**src/rtl/rf_pkg.sv**
```systemverilog
package rf_pkg;
   typedef enum logic {BANK_MAIN = 1'b0, BANK_ALT = 1'b1} bank_e;

   localparam int unsigned NUM_BANKS = 2;

   function automatic int bank_slots(input int pairs);
      return 2 * pairs + 2;
   endfunction
endpackage

```
**src/rtl/rf_bank_sel.sv**
```systemverilog
module rf_bank_sel
   import rf_pkg::*;
(
   input  logic  clk,
   input  logic  rst,
   input  logic  xchg_gp,
   input  logic  xchg_af,
   output bank_e gp_sel,
   output bank_e af_sel
);
   logic [1:0] flip;
   bank_e      sel_q [2];

   assign flip = {xchg_af, xchg_gp};

   for (genvar g = 0; g < 2; g++) begin : g_sel
      always_ff @(posedge clk) begin
         if (rst)          sel_q[g] <= BANK_MAIN;
         else if (flip[g]) sel_q[g] <= (sel_q[g] == BANK_MAIN) ? BANK_ALT : BANK_MAIN;
      end
   end

   assign gp_sel = sel_q[0];
   assign af_sel = sel_q[1];
endmodule

```
**src/rtl/rf_bank.sv**
```systemverilog
module rf_bank #(
   parameter int DATA_W = 8,
   parameter int SLOTS  = 8
) (
   input  logic                           clk,
   input  logic [SLOTS-1:0]               slot_we,
   input  logic [SLOTS-1:0][DATA_W-1:0]   slot_wd,
   output logic [SLOTS-1:0][DATA_W-1:0]   slot_q
);
   for (genvar s = 0; s < SLOTS; s++) begin : g_slot
      logic [DATA_W-1:0] r;
      always_ff @(posedge clk) begin
         if (slot_we[s]) r <= slot_wd[s];
      end
      assign slot_q[s] = r;
   end
endmodule

```
**src/rtl/rf_misc_file.sv**
```systemverilog
module rf_misc_file #(
   parameter int DATA_W    = 8,
   parameter int AUX_BYTES = 2,
   parameter int WIDE_REGS = 4,
   localparam int PW       = 2 * DATA_W
) (
   input  logic                              clk,
   input  logic [AUX_BYTES-1:0]              aux_we,
   input  logic [DATA_W-1:0]                 aux_wd,
   output logic [AUX_BYTES-1:0][DATA_W-1:0]  aux_q,
   input  logic [WIDE_REGS-1:0]              wide_we,
   input  logic [PW-1:0]                     wide_wd,
   output logic [WIDE_REGS-1:0][PW-1:0]      wide_q
);
   for (genvar a = 0; a < AUX_BYTES; a++) begin : g_aux
      logic [DATA_W-1:0] r;
      always_ff @(posedge clk) begin
         if (aux_we[a]) r <= aux_wd;
      end
      assign aux_q[a] = r;
   end

   for (genvar w = 0; w < WIDE_REGS; w++) begin : g_wide
      logic [PW-1:0] r;
      always_ff @(posedge clk) begin
         if (wide_we[w]) r <= wide_wd;
      end
      assign wide_q[w] = r;
   end
endmodule

```
**src/rtl/regfile_dual_bank.sv**
```systemverilog
module regfile_dual_bank
   import rf_pkg::*;
#(
   parameter int DATA_W     = 8,
   parameter int GP_PAIRS   = 3,
   parameter int WIDE_REGS  = 4,
   parameter int AUX_BYTES  = 2,
   localparam int BANK_SLOTS = bank_slots(GP_PAIRS),
   localparam int BYTE_SLOTS = BANK_SLOTS + AUX_BYTES,
   localparam int PAIR_SLOTS = GP_PAIRS + 1 + WIDE_REGS,
   localparam int BA_W       = $clog2(BYTE_SLOTS),
   localparam int PA_W       = $clog2(PAIR_SLOTS),
   localparam int PW         = 2 * DATA_W
) (
   input  logic              clk,
   input  logic              rst,
   input  logic              xchg_gp,
   input  logic              xchg_af,
   input  logic              we,
   input  logic              wr_pair,
   input  logic [BA_W-1:0]   wr_addr,
   input  logic [PW-1:0]     wr_data,
   input  logic [BA_W-1:0]   rd_a_addr,
   output logic [DATA_W-1:0] rd_a_data,
   input  logic [BA_W-1:0]   rd_b_addr,
   output logic [DATA_W-1:0] rd_b_data,
   input  logic [PA_W-1:0]   rd_p_addr,
   output logic [PW-1:0]     rd_p_data
);
   localparam int N_GP = 2 * GP_PAIRS;

   // elaboration-time parameter checks
   if (DATA_W < 1)    begin : g_bad_width  $error("DATA_W must be at least 1");    end
   if (GP_PAIRS < 1)  begin : g_bad_pairs  $error("GP_PAIRS must be at least 1");  end
   if (WIDE_REGS < 1) begin : g_bad_wide   $error("WIDE_REGS must be at least 1"); end
   if (AUX_BYTES < 1) begin : g_bad_aux    $error("AUX_BYTES must be at least 1"); end
   if (PA_W > BA_W)   begin : g_bad_addr   $error("pair address wider than byte address"); end

   bank_e gp_sel, af_sel;

   logic [BANK_SLOTS-1:0]                        slot_we;
   logic [BANK_SLOTS-1:0][DATA_W-1:0]            slot_wd;
   logic [NUM_BANKS-1:0][BANK_SLOTS-1:0]         bank_we;
   logic [NUM_BANKS-1:0][BANK_SLOTS-1:0][DATA_W-1:0] bank_q;
   logic [AUX_BYTES-1:0]                         aux_we;
   logic [AUX_BYTES-1:0][DATA_W-1:0]             aux_q;
   logic [WIDE_REGS-1:0]                         wide_we;
   logic [WIDE_REGS-1:0][PW-1:0]                 wide_q;
   logic [BYTE_SLOTS-1:0][DATA_W-1:0]            act_bytes;
   logic [PA_W-1:0]                              wr_pa;

   assign wr_pa = wr_addr[PA_W-1:0];

   rf_bank_sel u_sel (
      .clk     (clk),
      .rst     (rst),
      .xchg_gp (xchg_gp),
      .xchg_af (xchg_af),
      .gp_sel  (gp_sel),
      .af_sel  (af_sel)
   );

   // write decode: slot enables and slot data, bank-independent
   always_comb begin
      slot_we = '0;
      aux_we  = '0;
      wide_we = '0;
      for (int s = 0; s < BANK_SLOTS; s++) slot_wd[s] = wr_data[DATA_W-1:0];
      if (we && !wr_pair) begin
         for (int s = 0; s < BANK_SLOTS; s++)
            if (int'(wr_addr) == s) slot_we[s] = 1'b1;
         for (int a = 0; a < AUX_BYTES; a++)
            if (int'(wr_addr) == BANK_SLOTS + a) aux_we[a] = 1'b1;
      end
      if (we && wr_pair) begin
         for (int p = 0; p <= GP_PAIRS; p++) begin
            if (int'(wr_pa) == p) begin
               slot_we[2*p]   = 1'b1;
               slot_we[2*p+1] = 1'b1;
               slot_wd[2*p]   = wr_data[PW-1:DATA_W];
            end
         end
         for (int w = 0; w < WIDE_REGS; w++)
            if (int'(wr_pa) == GP_PAIRS + 1 + w) wide_we[w] = 1'b1;
      end
   end

   // steer slot enables to the bank active before this edge
   always_comb begin
      for (int b = 0; b < NUM_BANKS; b++) begin
         for (int s = 0; s < BANK_SLOTS; s++) begin
            logic alt;
            alt = (s < N_GP) ? (gp_sel == BANK_ALT) : (af_sel == BANK_ALT);
            bank_we[b][s] = slot_we[s] && (alt == (b == 1));
         end
      end
   end

   for (genvar b = 0; b < NUM_BANKS; b++) begin : g_bank
      rf_bank #(
         .DATA_W (DATA_W),
         .SLOTS  (BANK_SLOTS)
      ) u_bank (
         .clk     (clk),
         .slot_we (bank_we[b]),
         .slot_wd (slot_wd),
         .slot_q  (bank_q[b])
      );
   end

   rf_misc_file #(
      .DATA_W    (DATA_W),
      .AUX_BYTES (AUX_BYTES),
      .WIDE_REGS (WIDE_REGS)
   ) u_misc (
      .clk     (clk),
      .aux_we  (aux_we),
      .aux_wd  (wr_data[DATA_W-1:0]),
      .aux_q   (aux_q),
      .wide_we (wide_we),
      .wide_wd (wr_data),
      .wide_q  (wide_q)
   );

   // active byte view
   always_comb begin
      for (int s = 0; s < BANK_SLOTS; s++) begin
         logic alt;
         alt = (s < N_GP) ? (gp_sel == BANK_ALT) : (af_sel == BANK_ALT);
         act_bytes[s] = alt ? bank_q[1][s] : bank_q[0][s];
      end
      for (int a = 0; a < AUX_BYTES; a++) act_bytes[BANK_SLOTS+a] = aux_q[a];
   end

   // read ports, combinational, unmapped addresses give zero
   always_comb begin
      rd_a_data = '0;
      rd_b_data = '0;
      for (int s = 0; s < BYTE_SLOTS; s++) begin
         if (int'(rd_a_addr) == s) rd_a_data = act_bytes[s];
         if (int'(rd_b_addr) == s) rd_b_data = act_bytes[s];
      end
   end

   always_comb begin
      rd_p_data = '0;
      for (int p = 0; p <= GP_PAIRS; p++)
         if (int'(rd_p_addr) == p) rd_p_data = {act_bytes[2*p], act_bytes[2*p+1]};
      for (int w = 0; w < WIDE_REGS; w++)
         if (int'(rd_p_addr) == GP_PAIRS + 1 + w) rd_p_data = wide_q[w];
   end
endmodule

```
**config.mk**
```make
export PLATFORM = sky130hd
export DESIGN_NAME = regfile_dual_bank
export DESIGN_NICKNAME = d
export VERILOG_FILES = /design/src/rtl/rf_pkg.sv /design/src/rtl/rf_bank_sel.sv /design/src/rtl/rf_bank.sv /design/src/rtl/rf_misc_file.sv /design/src/rtl/regfile_dual_bank.sv
export SDC_FILE = /design/constraint.sdc
export NUM_CORES = 1
export LEC_CHECK = 0
export BUFFER_PORTS_ARGS = -buffer_cell sky130_fd_sc_hd__buf_2
export CORE_ASPECT_RATIO = 0.8
export CORE_UTILIZATION = 60
export CTS_BUF_LIST = sky130_fd_sc_hd__clkbuf_8
export CTS_CLUSTER_DIAMETER = 80
export DETAILED_ROUTE_END_ITERATION = 7
export PLACE_DENSITY = 0.87
export SYNTH_ARGS = -nofsm -noshare
export SYNTH_HDL_FRONTEND = slang
export SYNTH_SLANG_ARGS = --single-unit
```
**constraint.sdc**
```tcl
create_clock -name clk -period 2.8 [get_ports clk]
set_clock_uncertainty 0.1 [all_clocks]
set_input_delay 0 -clock clk [delete_from_list [all_inputs] [get_ports clk]]
set_output_delay 0 -clock clk [all_outputs]
set_load 0.01 [all_outputs]
```
==> results of run 1 <==
where the power goes:
part / internal [uW] / switching, uW / leakage [uW]
Sequential: 3510 / 17.3 / 0.00190
Clock: 1200 / 1180 / 0.000362
Combinational: 335 / 515 / 0.00198
stage by stage:
stage	cell area, um2	util	hold WS (ns)
3_3_place_gp	11200	0.647	0.194
3_5_place_dp	11200	0.647	0.197
6_report	12100	0.698	0.0774
5_1_grt	12100	0.698	0.0908
2_1_floorplan	10600	-	-0.00113
4_1_cts	12100	0.698	0.0500
critical path: cells and delay by family, from the launching register on:
kind            cells  cell delay (ns)
compound gates      3             0.62
buf+inv             2             0.47
flops               1             0.51
mux                 1             0.53
flip-flops by register name (all words and copies together), names as in the netlist:
name                    count
g_bank.u_bank.g_slot.r    128
u_misc.g_aux.r             16
u_misc.g_wide.r            64
u_sel.sel_q                 2
cell families (layout without fill, tap and decap cells):
kind of cell / Yosys count / in the layout / synth area share
buf+inv: 61 / 193 / 0.0298
simple gates: 162 / 162 / 0.0841
mux: 178 / 178 / 0.198
compound gates: 148 / 148 / 0.0949
flops: 210 / 210 / 0.594
per-layer routing:
metal / global-route usage / vias to the layer above / part of all wire
li1: - / 3236 / -
met5: 0 / - / 0
met1: 0.471 / 3781 / 0.39
met4: 0.134 / 0 / 0.035
met2: 0.531 / 512 / 0.46
met3: 0.102 / 79 / 0.11
path summary, 6_finish.rpt:
| kind | start | endpoint | slack (ns) | cells after the start |
|---|---|---|---|---|
| worst max-delay path | u_sel.sel_q[0] | rd_a_data[5] | 0.04 | 6 |
| worst min-delay path | wr_addr[3] | u_misc.g_aux[0].r[5] | 0.08 | 4 |
| worst max register to register | u_sel.sel_q[0] | g_bank[1].u_bank.g_slot[5].r[2] | 0.82 | 2 |
| worst min register to register | u_sel.sel_q[0] | u_sel.sel_q[0] | 0.67 | 1 |
cell usage in the layout, fill, tap and decap left out, types with 14 or more instances in the layout:
cell and instances:
mux4_2 19, o21ai_0 14, buf_2 68, o22ai_1 24, mux2_2 32, a21oi_1 27
nand2_1 33, mux2i_1 93, buf_4 27, inv_1 24, nand2b_1 15, edfxtp_1 210
clkbuf_8 36, nor2_1 43, dlygate4sd3_1 22, mux2_1 31
layout make-up:
cell class                      count  share of cell area
Tap cell                          225              0.0233
Timing Repair Buffer              120              0.0691
Clock buffer                       36              0.0410
Sequential cell                   210               0.521
Multi-Input combinational cell    488               0.333
Inverter                           10             0.00310
Clock inverter                     27             0.00952
timing repair:
action / 4_1_cts / 5_1_grt
hold buffers: 22 / 0
gates cloned: 1 / 0
setup endpoints to repair: 1 / 5
buffers inserted: 0 / 0
resized for setup: 2 / 2
endpoints found under the hold margin: 210 / 0
==> impl_metrics.toml, run 1 <==
[global_routing]
grt_pass1_wl_mm = 44.8
antenna_found_initial = 1
grt_pass1_vias = 7425
grt_overflow = 0
grt_usage = 0.348
grt_start_max_net_pins = 39

[cts]
htreeDepth = 2
clk_pin_slew_worst_paths_ns = 0.06
cts_tree = "done"
root_buffer = "clkbuf_8"
clockBufferDepth = 3
cts_buffers = 35
clk_latency_ns = 0.52
clock-sinks = 210

[setup_path]
path_max_fanout = 32
critical_path.cell_chain = "buf_12 > mux2i_1 > o22ai_1 > a221oi_1 > o2111ai_1 > buf_2"
cp-start-kind = "flip-flop"
cp_slowest_stage_delay_ns = 0.53
critPathSlowestCell = "mux2i_1"
crit_type = "flip-flop to primary output"
end_kind = "primary output"
required_ns = 2.70
arrival_ns = 2.66

[logic_synthesis]
ys_top_cells_by_count = "edfxtp_1, mux2i_1, nor2_1"
synth_cell_type_count = 62
synth_area_leader_cell = "edfxtp_1"
synth_seq_area_share = 0.594
ys_seq_elements = 210
syn-num-nets = 796
ys.flop_type = "edfxtp_1"
synth_area_leaders = "edfxtp_1, mux2i_1, mux4_2"
yosysTopAreaCellShare = 0.594
synth_area_um2 = 10600
synth_edf_count = 210
synth_most_common_cell = "edfxtp_1"
synthCells = 759
synthArstFlopShare = 0
synth_warnings = 0
avgSynthCellArea_um2 = 14.0

[placed_design]
placement.io_buffers = 68
gp_congestion = 0.972
hpwl_mm = 21.3
dp_cells = 1030
pre_cts_slack_ns = 0.507

[finish]
syn_to_final_growth_pct = 13.9
seq_area_um2 = 6310
final_cells = 1116
nets = 902
multi_input_area_um2 = 4020
fillers = 1161
diodes = 0
drive_gt1_frac = 0.232

[sta]
fin_ws_ns = 0.0430
worst_pin_slew_ns = 0.972
setup_viol = 0
fin_crit_sh = 0.985
fmax_ghz = 0.363
final_max_slew_viol_count = 0
hold_violations = 0
finalSetupTns_ns = 0
slew_headroom = 0.350
rsz0062_at_grt = "true"
finalCriticalPeriod_ns = 2.76

[power_and_ir_drop]
power_uw = 6760
powerDensity_nw_per_um2 = 559
power_leakage_uw = 0.00424
peakVddDrop_v = 0.000391

[die]
dieHeight_um = 121
rows = 43
start_util = 0.613
pin_count = 69
die-area_um2 = 18200
core-area_um2 = 17300
die_w_um = 151

[route]
drt_iter0_drc = 798
vias = 7608
routed_wirelength_mm = 30.7
drtAntennaViolNets = 0
drc = 0
vias_per_cell = 6.82
wire_per_inst_um = 27.5
dr.pass1.iters = 5

[min_path]
hold_class = "primary input to flip-flop"

[run_status]
outcome = "complete, no violations"

[flow_run]
drv_cap = 0
Note: power is estimated with default switching activity, not from simulation.
==> inputs of run 2 (changes only) <==
- CTS_CLUSTER_SIZE: unset -> 8
- SETUP_SLACK_MARGIN: unset -> 0.15
==> impl_metrics.toml, run 2 (same netlist as run 1, synthesis figures left out) <==
[sta]
finalSetupTns_ns = 0
hold_violations = 0
final_max_slew_viol_count = 0
finalCriticalPeriod_ns = 2.71
rsz0062_at_grt = "true"
slew_headroom = 0.319
setup_viol = 0
fin_crit_sh = 0.967
fmax_ghz = 0.369
fin_ws_ns = 0.0929
worst_pin_slew_ns = 1.02

[run_status]
outcome = "complete, no violations"

[setup_path]
required_ns = 2.70
path_delay_family = "multiplexers"
end_kind = "primary output"
arrival_ns = 2.61
crit_buf_inv = 2
crit_type = "flip-flop to primary output"
path_max_fanout = 16
critical_path.cell_chain = "buf_12 > mux2_1 > mux2i_2 > a22oi_1 > a22o_1 > buf_2"
cp_slowest_stage_delay_ns = 0.57
cp-start-kind = "flip-flop"
critPathSlowestCell = "edfxtp_1"

[global_routing]
grt_start_max_net_pins = 39
grt_pass1_wl_mm = 44.4
grt_usage = 0.343
grt_overflow = 0
grt_pass1_vias = 7337
antenna_found_initial = 1

[placed_design]
hpwl_mm = 21.3
pre_cts_slack_ns = 0.507
gp_congestion = 0.972
placement.io_buffers = 68
dpl_cell_area_um2 = 11200

[finish]
diodes = 0
final_cell_mix = "edfxtp_1, mux2i_1, buf_2, nor2_1, nand2_1"
final_common_cell = "edfxtp_1"
largest_register_ffs = 128
postLayoutCellArea_um2 = 12300
reg_top3 = "g_bank.u_bank.g_slot.r x128, u_misc.g_wide.r x64, u_misc.g_aux.r x16"
nets = 909
multi_input_area_um2 = 4230
regMostFlops = "g_bank.u_bank.g_slot.r"
seq_area_um2 = 6310
fillers = 1122
drive_gt1_frac = 0.284
syn_to_final_growth_pct = 15.8

[die]
die_w_um = 151
dieHeight_um = 121
pin_count = 69
core-area_um2 = 17300
die-area_um2 = 18200
rows = 43
start_util = 0.613

[power_and_ir_drop]
peakVddDrop_v = 0.000332
powerDensity_nw_per_um2 = 526
power_leakage_uw = 0.00422

[cts]
cts_buffers = 30
cts_tree = "done"
clockBufferDepth = 3
clock-sinks = 210
clk_pin_slew_worst_paths_ns = 0.07
clk_latency_ns = 0.54
root_buffer = "clkbuf_8"
htreeDepth = 1

[route]
dr.pass1.iters = 6
drc = 0
drtAntennaViolNets = 0
drt_iter0_drc = 928
vias_per_cell = 6.90
routed_wirelength_mm = 31.1
wire_per_inst_um = 28.3
vias = 7572

[min_path]
hold_class = "primary input to flip-flop"

[flow_run]
drv_cap = 0
-- run 2: changes by cell type in the layout (fill, tap and decap cells not counted), sizes merged --
cell	delta
clkinv	-9
inv	-16
bufbuf	-1
clkinvlp	-1
buf	+10
clkbuf	-2
-- run 2: through the flow --
stage / util / hold WS, ns / total power (uW) / instances
5_1_grt: 0.710 / 0.0457 / 6660 / 1097
3_3_place_gp: 0.647 / 0.194 / 4370 / 1030
4_1_cts: 0.692 / 0.00677 / 6390 / 1088
2_1_floorplan: - / -0.00113 / 4090 / 759
3_5_place_dp: 0.647 / 0.197 / 4380 / 1030
6_report: 0.710 / 0.0182 / 6470 / 1097
-- run 2: where the power goes --
group | internal [uW] | switching (uW)
registers | 3510 | 19.1
clock network | 977 | 1030
logic | 389 | 544
total | 4880 | 1590
-- run 2: worst reg2reg max path, delay by kind of cell (launching register included) --
| family | cells | cell delay [ns] |
|---|---|---|
| buffers and inverters | 5 | 0.89 |
| DFF | 1 | 0.55 |
| and+or+nand+nor | 2 | 0.36 |
-- run 2: path summary, 6_finish.rpt --
path / start / cells past startpoint / slack (ns) / to
setup / recovery: u_sel.sel_q[0] / 6 / 0.09 / rd_p_data[5]
hold / removal: wr_addr[3] / 4 / 0.02 / u_misc.g_aux[0].r[0]
setup reg to reg: u_sel.sel_q[0] / 7 / 0.59 / g_bank[0].u_bank.g_slot[0].r[7]
hold reg to reg: u_sel.sel_q[1] / 2 / 0.75 / u_sel.sel_q[1]
-- run 2: timing repair --
action | 4_1_cts | 5_1_grt
resized for setup | 10 | 44
gates cloned | 2 | 4
buffers inserted | 2 | 5
pin swaps | 0 | 9
setup endpoints to repair | 14 | 32
endpoints found under the hold margin | 218 | 0
hold buffers | 22 | 0
-- run 2: metal layers --
metal  routed length (um)  GRT usage
met1                12300      0.477
met3                 3400     0.0850
met2                14000      0.520
met4                 1270      0.138
met5                    0          0
-- run 2: area by class of cell --
cell class                      instances  area share
Multi-Input combinational cell        488       0.344
Inverter                               10     0.00305
Tap cell                              225      0.0229
Clock inverter                          1    0.000712
Clock buffer                           31      0.0347
Sequential cell                       210       0.513
Timing Repair Buffer                  132      0.0817
==> inputs of run 3 (changes only) <==
- GPL_ROUTABILITY_DRIVEN: unset -> 0
- SYNTH_HIERARCHICAL: unset -> 1
- TNS_END_PERCENT: unset -> 50
==> impl_metrics.toml, run 3 <==
[cts]
cts_tree = "done"
clk_latency_ns = 0.57
root_buffer = "clkbuf_8"
htreeDepth = 1
clk_pin_slew_worst_paths_ns = 0.07
clock-sinks = 210
clockBufferDepth = 3
cts_buffers = 30

[global_routing]
grt_start_max_net_pins = 35
grt_overflow = 0
antenna_found_initial = 1
grt_pass1_vias = 7827
grt_pass1_wl_mm = 46.1
grt_usage = 0.351

[logic_synthesis]
synth_edf_count = 210
synth_area_leader_cell = "edfxtp_1"
syn-num-nets = 774
synth-adder-area-share = 0
synthCells = 737
synth_area_leaders = "edfxtp_1, mux2_2, mux2i_1"
synth_seq_area_share = 0.593
yosys.area_share.simple = 0.0822
synth_most_common_cell = "edfxtp_1"
synth_warnings = 6
yosysTopAreaCellShare = 0.593
synthMuxAreaShare = 0.204
ys_top_cells_by_count = "edfxtp_1, mux2i_1, mux2_2"
avgSynthCellArea_um2 = 14.4
ys.flop_type = "edfxtp_1"
ys_seq_elements = 210
synth_top_family_by_area = "multiplexers"
synthArstFlopShare = 0
synth_area_um2 = 10600
synth_compound_area_frac = 0.0924
synth_xor_area_frac = 0
synth_cell_type_count = 74

[setup_path]
path_max_fanout = 16
required_ns = 2.70
cp-start-kind = "flip-flop"
arrival_ns = 2.58
reg2reg_depth = 4
end_kind = "primary output"
crit_type = "flip-flop to primary output"

[sta]
fin_crit_sh = 0.958
fmax_ghz = 0.373
setup_viol = 0
finalCriticalPeriod_ns = 2.68
worst_pin_slew_ns = 1.08
hold_violations = 0
rsz0062_at_grt = "true"
finalSetupTns_ns = 0
final_max_slew_viol_count = 0
slew_headroom = 0.278

[route]
dr.pass1.iters = 6
vias_per_cell = 7.24
drc = 0
wire_per_inst_um = 29.0
drt_iter0_drc = 1162
drtAntennaViolNets = 0
routed_wirelength_mm = 31.4
vias = 7846

[placed_design]
placement.io_buffers = 68
hpwl_mm = 21.7

[finish]
fillers = 1157
largest_register_ffs = 128
fin_util = 0.702
nets = 895
final_common_cell = "edfxtp_1"
drive_gt1_frac = 0.318
reg_top3 = "g_bank.u_bank/g_slot.r x128, u_misc/g_wide.r x64, u_misc/g_aux.r x16"
regMostFlops = "g_bank.u_bank/g_slot.r"
syn_to_final_growth_pct = 14.2
final_cell_mix = "edfxtp_1, mux2_2, buf_2, mux2i_1, nor2_1"
diodes = 0

[die]
die_w_um = 151
start_util = 0.614
pin_count = 69
core-area_um2 = 17300
rows = 43
dieHeight_um = 121
die-area_um2 = 18300

[min_path]
whs_path_depth = 4
hold_class = "primary input to flip-flop"

[power_and_ir_drop]
powerDensity_nw_per_um2 = 534
peakVddDrop_v = 0.000342
power_leakage_uw = 0.00417

[flow_run]
drv_cap = 0

[run_status]
outcome = "complete, no violations"
run 3: cell count changes after synthesis, sizes merged, moves of 6 or more:
cell / before / now
mux2i: 96 / 77
a21oi: 27 / 12
nand2: 33 / 21
mux2: 63 / 71
a32oi: 2 / 9
mux4: 19 / 26
nor2: 49 / 56
nor2b: 13 / 20
o2111ai: 7 / 0
o22ai: 24 / 18
run 3: kinds of logic (layout without fill, tap and decap cells):
kind of cell | after synthesis | in the layout
buffers and inverters | 54 | 175
DFF | 210 | 210
and+or+nand+nor | 164 | 164
AOI/OAI and AO/OA | 135 | 135
muxes | 174 | 174
run 3: critical path: stages, from the launching register on:
cell,delay [ns]
edfxtp_1,0.40
buf_6,0.18
buf_12,0.18
mux2_2,0.43
mux4_2,0.51
nor2_1,0.11
nor2_1,0.06
buf_2,0.13
run 3: final timing paths:
kind                  start                               to  slack [ns]
max          u_sel/sel_q[0]                    rd_p_data[11]        0.12
min              wr_addr[1]  g_bank[0].u_bank/g_slot[6].r[2]        0.04
max reg2reg  u_sel/sel_q[0]  g_bank[0].u_bank/g_slot[2].r[7]        0.70
min reg2reg  u_sel/sel_q[0]                   u_sel/sel_q[0]        0.71
run 3: power breakdown:
part           internal [uW]  switching (uW)  leakage (uW)  total [uW]
sequential              3510            17.2       0.00190        3530
clock                    977            1050      0.000227        2030
combinational            384             550       0.00205         934
run 3: cell type report:
cell class | count | area [um2] | area share
Inverter | 9 | 33.8 | 0.00278
Multi-Input combinational cell | 473 | 4160 | 0.342
Sequential cell | 210 | 6310 | 0.519
Tap cell | 225 | 282 | 0.0232
Timing Repair Buffer | 134 | 937 | 0.0771
Clock buffer | 31 | 427 | 0.0351
Clock inverter | 1 | 8.76 | 0.000721
run 3: metrics by stage:
step                hold slack [ns]  worst slack, ns  total power [uW]  instance area [um2]  std cells
floorplan                  -0.00113            0.519              4120                10600        737
global placement              0.201            0.271              4390                11300       1019
detailed placement            0.198            0.238              4420                11300       1019
CTS                          0.0182            0.149              6440                12000       1082
global route                 0.0546           0.0397              6660                12200       1083
finish                       0.0447            0.116              6490                12200       1083
run 3: per-layer routing:
layer | vias to the layer above | track usage | wire length, um
li1 | 3193 | - | -
met1 | 3770 | 0.480 | 11500
met2 | 719 | 0.516 | 13700
met3 | 162 | 0.106 | 4560
met4 | 2 | 0.164 | 1630
met5 | - | 0 | 13
run 3: repair_timing:
item	in CTS	in global routing
hold buffers	23	0
setup endpoints to repair	32	22
hold endpoints to repair	236	0
resized for setup	8	25
setup buffers	8	1
